--- src/rtl/flimm_pkg.sv ---
package flimm_pkg;

  localparam int SP_W   = 32;
  localparam int DP_W   = 64;
  localparam int SP_FW  = 23;
  localparam int DP_FW  = 52;
  localparam int PAD_W  = DP_FW - SP_FW;   // 29
  localparam int EXP_BIAS_DIFF = 896;       // 1023 - 127

  typedef enum logic [1:0] {
    FLI_WIDEN  = 2'b00,
    FLI_ASSEM  = 2'b01,
    FLI_LOW    = 2'b10,
    FLI_SPLAT  = 2'b11
  } fli_mode_e;

  // Position of the highest set bit of a nonzero single fraction.
  function automatic logic [4:0] lead_one(input logic [SP_FW-1:0] f);
    logic [4:0] p;
    p = 5'd0;
    for (int i = 0; i < SP_FW; i++) begin
      if (f[i]) p = 5'(i);
    end
    return p;
  endfunction

  // Single word to double word, subnormals normalised, no exceptions.
  function automatic logic [DP_W-1:0] sp_to_dp(input logic [SP_W-1:0] w);
    logic            s;
    logic [7:0]      e;
    logic [SP_FW-1:0] f;
    logic [4:0]      p;
    logic [45:0]     sh;
    logic [10:0]     de;
    s = w[31];
    e = w[30:23];
    f = w[22:0];
    if (e == 8'hFF) begin
      return {s, 11'h7FF, f, {PAD_W{1'b0}}};
    end else if (e != 8'h00) begin
      de = 11'(e) + 11'(EXP_BIAS_DIFF);
      return {s, de, f, {PAD_W{1'b0}}};
    end else if (f == '0) begin
      return {s, {(DP_W-1){1'b0}}};
    end else begin
      p  = lead_one(f);
      sh = 46'(f) << (5'd23 - p);
      de = 11'd874 + 11'(p);
      return {s, de, sh[22:0], {PAD_W{1'b0}}};
    end
  endfunction

  // Double word to single word, store-style truncating selection.
  function automatic logic [SP_W-1:0] dp_to_sp(input logic [DP_W-1:0] d);
    logic [10:0] e;
    logic [23:0] m;
    logic [10:0] amt;
    e = d[62:52];
    if (e > 11'd896 || d[62:0] == '0) begin
      return {d[63], d[62], d[58:29]};
    end else if (e >= 11'd874) begin
      m   = {1'b1, d[51:29]};
      amt = 11'd897 - e;
      m   = m >> amt[4:0];
      return {d[63], 8'h00, m[22:0]};
    end else begin
      return {d[63], d[62], d[58:29]};
    end
  endfunction

endpackage

--- src/rtl/fli_widen.sv ---
module fli_widen
  import flimm_pkg::*;
(
  input  logic [SP_W-1:0] word_i,
  output logic [DP_W-1:0] dbl_o
);
  always_comb dbl_o = sp_to_dp(word_i);
endmodule

--- src/rtl/fli_narrow.sv ---
module fli_narrow
  import flimm_pkg::*;
(
  input  logic [DP_W-1:0] dbl_i,
  output logic [SP_W-1:0] word_o
);
  always_comb word_o = dp_to_sp(dbl_i);
endmodule

--- src/rtl/fli_select.sv ---
module fli_select
  import flimm_pkg::*;
(
  input  logic [1:0]      mode_i,
  input  logic [SP_W-1:0] imm_i,
  input  logic [DP_W-1:0] widened_i,
  input  logic [SP_W-1:0] narrowed_i,
  output logic [DP_W-1:0] res_o
);
  always_comb begin
    unique case (fli_mode_e'(mode_i))
      FLI_WIDEN: res_o = widened_i;
      FLI_ASSEM: res_o = {narrowed_i, imm_i};
      FLI_LOW:   res_o = {{SP_W{1'b0}}, imm_i};
      default:   res_o = {imm_i, imm_i};
    endcase
  end
endmodule

--- src/rtl/fli_unit.sv ---
module fli_unit
  import flimm_pkg::*;
(
  input  logic            valid_i,
  input  logic [1:0]      mode_i,
  input  logic [31:0]     imm_i,
  input  logic [63:0]     frt_i,
  output logic [63:0]     res_o,
  output logic            wr_en_o
);
  logic [DP_W-1:0] widen_word;
  logic [SP_W-1:0] narrow_word;

  fli_widen u_widen (
    .word_i (imm_i),
    .dbl_o  (widen_word)
  );

  fli_narrow u_narrow (
    .dbl_i  (frt_i),
    .word_o (narrow_word)
  );

  fli_select u_sel (
    .mode_i     (mode_i),
    .imm_i      (imm_i),
    .widened_i  (widen_word),
    .narrowed_i (narrow_word),
    .res_o      (res_o)
  );

  assign wr_en_o = valid_i;
endmodule

--- config.mk ---
export PLATFORM = sky130hd
export DESIGN_NAME = fli_unit
export DESIGN_NICKNAME = d
export VERILOG_FILES = /design/src/rtl/flimm_pkg.sv /design/src/rtl/fli_widen.sv /design/src/rtl/fli_narrow.sv /design/src/rtl/fli_select.sv /design/src/rtl/fli_unit.sv
export SDC_FILE = /design/constraint.sdc
export NUM_CORES = 1
export LEC_CHECK = 0
export ABC_AREA = 1
export BUFFER_PORTS_ARGS = -buffer_cell sky130_fd_sc_hd__buf_2
export CAP_MARGIN = 5
export CORE_MARGIN = 2
export CORE_UTILIZATION = 35
export DETAILED_ROUTE_END_ITERATION = 6
export GPL_TIMING_DRIVEN = 0
export SYNTH_ARGS = -nofsm -noshare
export SYNTH_HDL_FRONTEND = slang
export SYNTH_HIERARCHICAL = 1
export SYNTH_SLANG_ARGS = --single-unit
--- constraint.sdc ---
create_clock -name vclk -period 3.89
set_input_delay 0.778 -clock vclk [all_inputs]
set_output_delay 0.778 -clock vclk [all_outputs]
set_load 0.005 [all_outputs]
==> results.md, run 1 <==
- Status: finished, violations left
- Failing checks: negative setup slack
- Final net count: 1,284
- Final core utilization: 52.2%
- # hold bufs at CTS: 0
- Final HPWL DP: 18,900 µm
- CP most frequent cell: nand2_1
- Final wirelength: 25,300 µm
- Area share of the largest cell type after synthesis: 30.6%
- Via-per-instance ratio: 5.83
- Row count: 42
- Post-synthesis sequential area ratio: 0%
- Max_cap viols: 0
- Area contributors post-synth: nand3_1 (31%), nand2_1 (26%), buf_4 (7.0%)
- RSZ-0062 raised after global routing: true
- Final hold violations: 0
- Worst path slowest cell: nor4_2
- Area of the multi-input gates: 0.00478 mm²
- Drt first pass iters: 6
- Antenna violations before repair: 0
- PnR worst setup slack: -326 ps
- Max Slew Vio Count: 0
- Avg Cell Area, Syn: 4.87 µm²
- Static leakage: 3.68 nW
- Crit path max fanout: 10
- Max Clk Rate: 0.237 GHz
- WP buf/inv: 4
- Hold_ws: 1720 ps
- # port buffers: 130
- CP peak stage delay: 440 ps
- Die Width: 122 µm
- Place WS: -909 ps
- Worst endpoint required time: 3110 ps
- IO Count: 164
- Clock buffer count: 0
- Layout Cells excl Fill: 1,354
- Cell variety after synth: 39
- Seq_cells: 0
- Final Setup Violations: 24
- CP Capture Type: output port
- Fillcell total: 1,462
- Placed Cells incl. Taps: 1,326
- Antenna Violating Nets Remaining: 0
- Congestion Overflow GR: 0
- Cell area power density: 133 mW/mm²
- Largest net degree at the start of global routing: 11
- Initial Util: 36.2%
- Tot Pwr: 925 µW
- Slew Limit Headroom: 41.7%
- Gpl congestion: 1.03
- WL/cell: 18.7 µm
- Hold Path Class: input pin to output port
- Worst-margin pin slew: 871 ps
- Ant. Diodes: 0
- WP data arrival: 3440 ps
- Largest area contributor in the netlist: nand3_1
- Number of global-route vias before repair: 6,858
- Die ar.: 0.0148 mm²
- Area growth, synth to finish: 44.1%
- YS warnings: 6
- Kind of cell adding the most delay to the critical path: simple AND/OR/NAND/NOR gates
- Via count: 7,896
- Gr usage total: 32.1%
- Maximum VDD drop: 0.0000868 V
- Cells after synthesis: 992
- Share of layout cells above drive strength 1: 38.4%
- Cells along the critical path: buf_2 > nor4_2 > nand2_1 > nand2_1 > nand2_1 > nand2_2 > clkinv_2 > nor2_2 > nand3_2 > nand2_1 > inv_2 > a21oi_4 > nand2_2 > nand3_2 > nand2_1 > nand2_1 > nand3_2 > buf_2
- CP Class: input pin to output port
- FF+latch area: 0 µm²
- Synthesized cell area: 0.00484 mm²
- First-pass GRT wire length: 37,600 µm
- Core ar.: 0.0133 mm²
- Crit path launch type: input pin
- Period utilization: 108%
- Iteration-0 DRC Markers: 978
- Final min period: 4220 ps
- DRC: 0
- Die Y-Extent: 122 µm
cells in the mapped netlist (11+ instances only):
master,n
inv_1,49
o21ai_1,15
buf_4,45
nor2_1,35
clkbuf_1,15
nand4_1,11
a21oi_1,26
nand3_1,296
nand2_1,338
o21ai_0,42
buf_2,28
through the flow:
step,instance area (µm²),TNS [ps]
2_1_floorplan,4940,0
3_3_place_gp,5810,-13960
3_5_place_dp,5810,-12840
4_1_cts,6430,-1120
5_1_grt,6970,-9150
6_report,6970,-4540
logic make-up after synthesis:
| kind of cell | share of synthesized area, % |
|---|---|
| AO/OA/AOI/OAI | 12.7 |
| XOR/XNOR | 0.181 |
| adder cells (fa/ha/maj) | 1.29 |
| buffers and inverters | 19.0 |
| other | 0.0775 |
| AND/OR/NAND/NOR | 66.8 |
where the power goes:
part | internal (mW) | total (mW) | switching, mW
clock network | 0 | 0 | 0
registers | 0 | 0 | 0
logic | 0.348 | 0.925 | 0.576
routing by layer:
layer  track usage (%)  share of wire [%]  vias up  wire, µm
met5                 0                  0        -         0
met4              9.70                3.6        0       903
met3              5.57                 13       85      3210
met2              48.8                 42      593     10800
met1              46.2                 41     3554     10500
li1                  -                  -     3664         -
layout by cell type (no fill, tap or decap), types with 18 or more instances in the layout:
master and count:
nand3_1 226, nand2_2 52, conb_1 29, nand2_1 285, o21ai_0 37, buf_2 146
nand3_2 72, inv_1 43, buf_4 71, o21ai_1 18, nor2_1 31
cell type report:
type	count	share of cell area, %
buffer	99	9.98
inverter	64	4.00
multi-input combinational	856	68.6
tap	176	3.16
timing repair buffer	159	14.3
timing repair:
item,in CTS,in global routing
pin swaps,41,58
cloned,2,1
gates resized for setup,101,137
setup buffers,23,4
endpoints found under the setup margin,25,30
worst paths after layout:
check / start / endpoint / slack (ps) / cells after the start
hold / removal: valid_i / wr_en_o / 1720 / 2
setup / recovery: imm_i[8] / res_o[51] / -330 / 18
Note: power is estimated with default switching activity, not from simulation.
==> run 2, diff against run 1 <==
- SYNTH_HIERARCHICAL: 1 -> not set
==> run 2 against run 1 <==
Effect of this change:
- the flow still finishes with violations (negative setup slack)
- area after synthesis is 22% lower
- sequential share of layout area did not move
- final cell count fell by 18%
- routed wire length down 11%
- core utilization rose by 3.4 points
- fmax barely moved
- worst hold slack got worse by 0.97 ps
==> results.md, run 2 <==
- Max Clk Rate: 0.237 GHz (about the same)
- Commonest cells post-synth: nand2_1 (266), nand3_1 (114), o21ai_0 (84)
- Row count: 37 (-12%)
- Ant. Diodes: 0 (unchanged)
- CP Capture Type: output port
- WP data arrival: 3440 ps (about the same)
- Area of the multi-input gates: 0.00400 mm² (-16%)
- Largest net degree at the start of global routing: 11 (unchanged)
- First-pass GRT wire length: 33,100 µm (-12%)
- Area contributors post-synth: nand2_1 (26%), nand3_1 (15%), o21ai_0 (11%)
- Congestion Overflow GR: 0 (unchanged)
- Post-synthesis sequential area ratio: 0% (unchanged)
- Antenna violations before repair: 0 (unchanged)
- Placed Cells incl. Taps: 1,075 (-19%)
- Worst-margin pin slew: 695 ps (-176 ps)
- Hold Path Origin: valid_i
- Cell variety after synth: 44 (+13%)
- Hold Crit Depth: 2 (unchanged)
- Worst path slowest cell: buf_12
- Number of global-route vias before repair: 5,974 (-13%)
- Max_cap viols: 0 (unchanged)
- Fillcell total: 1,124 (-23%)
- DRC: 0 (unchanged)
- Area share of the largest cell type after synthesis: 26.5% (-4.2 points)
- Max Slew Vio Count: 0 (unchanged)
- Die Y-Extent: 108 µm (-11%)
- IO Count: 164 (unchanged)
- Place WS: -1300 ps (-391 ps)
- Syn_nets: 909
- PnR worst setup slack: -328 ps (-2.02 ps)
- Final Setup Violations: 25 (+4.2%)
- FF+latch area: 0 µm² (unchanged)
- Gpl congestion: 1.07 (+4.7%)
- CP Class: input pin to output port
- WL/cell: 20.5 µm (+9.3%)
- Slew Limit Headroom: 53.7% (+12 points)
- Final HPWL DP: 17,200 µm (-9.1%)
- Hold_ws: 1720 ps (-0.970 ps)
- # port buffers: 134 (+3.1%)
- Area growth, synth to finish: 53.5%
- Most numerous cell in the Yosys netlist: nand2_1
- Seq_cells: 0 (unchanged)
- Share of layout cells above drive strength 1: 34.7% (-3.7 points)
- Layout Cells excl Fill: 1,104 (-18%)
- Final wirelength: 22,600 µm (-11%)
- Most common cell after layout, fill and taps aside: nand2_1
- Setup_tns: -5320 ps (-781 ps)
- Worst endpoint required time: 3110 ps (about the same)
- Via count: 6,682 (-15%)
- Drt first pass iters: 6 (unchanged)
- CP most frequent cell: nand2_1
- Hold Path Class: input pin to output port
- Final net count: 1,074 (-16%)
- WP buf/inv: 4 (unchanged)
- Commonest non-fill, non-tap cells in the layout: nand2_1 (221), buf_2 (130), o21ai_0 (75)
- Initial Util: 36.2% (about the same)
- CP peak stage delay: 170 ps (-270 ps)
- Final hold violations: 0 (unchanged)
- Maximum VDD drop: 0.0000644 V (-26%)
- Largest area contributor in the netlist: nand2_1
- Antenna Violating Nets Remaining: 0 (unchanged)
- RSZ-0062 raised after global routing: true
- Status: finished, violations left
- Tot Pwr: 784 µW (-15%)
- Worst Hold End: wr_en_o
- Final core utilization: 55.6% (+3.4 points)
- Kind of cell adding the most delay to the critical path: simple AND/OR/NAND/NOR gates
- Iteration-0 DRC Markers: 884 (-9.6%)
- Crit path launch type: input pin
- Period utilization: 108% (about the same)
- Placement Cell Area: 0.00461 mm² (-21%)
- Via-per-instance ratio: 6.05 (+3.8%)
- Die Width: 108 µm (-11%)
- Cells after synthesis: 805 (-19%)
- Core ar.: 0.0104 mm² (-22%)
- Cell area power density: 135 mW/mm² (+2.0%)
- Final min period: 4220 ps (+2.02 ps)
- Gr usage total: 36.2% (+4.1 points)
- Clock buffer count: 0 (unchanged)
- YS warnings: 0 (-6)
- Die ar.: 0.0116 mm² (-21%)
- Synthesized cell area: 0.00377 mm² (-22%)
- Failing checks: negative setup slack
- Final Cell Area: 0.00579 mm² (-17%)
- Crit path max fanout: 5 (-5)
- Avg Cell Area, Syn: 4.69 µm² (-3.9%)
- Static leakage: 2.92 nW (-21%)
run 2: cell types whose count changed after synthesis, moves of 10 or more:
cell      previous run  this run
a21oi_1             26        41
a22oi_1              1        15
buf_2               28         1
buf_4               45         3
clkbuf_1            15        36
inv_1               49        76
nand2_1            338       266
nand3_1            296       114
nor2_1              35        59
o21ai_0             42        84
o21ai_1             15         5
run 2: worst max path at each step:
stage              start   endpoint  slack, ps  cells past startpoint
3_5_place_dp   imm_i[19]  res_o[43]      -1300                     14
5_1_grt         imm_i[2]  res_o[51]       -520                     37
2_1_floorplan  imm_i[19]  res_o[43]         90                     12
3_3_place_gp   imm_i[19]  res_o[43]      -1300                     14
6_report        imm_i[2]  res_o[51]       -330                     37
4_1_cts         imm_i[2]  res_o[50]       -190                     36
run 2: where the power goes:
part / internal [mW] / switching [mW] / leakage [nW]
clock: 0 / 0 / 0
sequential: 0 / 0 / 0
combinational: 0.286 / 0.498 / 2.92
total: 0.286 / 0.498 / 2.92
run 2: repair_timing:
| action | 4_1_cts | 5_1_grt |
|---|---|---|
| setup buffers | 16 | 11 |
| hold buffers | 0 | 0 |
| pin swaps | 31 | 47 |
| setup endpoints to repair | 33 | 32 |
| resized for setup | 133 | 105 |
| gates cloned | 1 | 3 |
run 2: layer usage:
metal | global-route usage [%] | vias to the layer above | share of wire (%)
li1 | - | 3055 | -
met1 | 49.7 | 2958 | 39
met2 | 55.3 | 549 | 42
met3 | 6.11 | 120 | 13
met4 | 15.4 | 0 | 6.1
met5 | 0 | - | 0
run 2: area by class of cell:
type                       count  area share [%]
multi-input combinational    676            69.2
tap                          136            2.94
inverter                      85            6.20
buffer                        44            4.30
timing repair buffer         163            17.4
run 2: logic make-up after synthesis:
kind of cell / count (synthesis) / share of synthesized area, %
AO/OA/AOI/OAI: 191 / 29.4
XOR/XNOR: 2 / 0.464
adder cells (fa/ha/maj): 5 / 1.66
buffers and inverters: 130 / 13.7
multiplexers: 7 / 1.86
AND/OR/NAND/NOR: 470 / 52.9
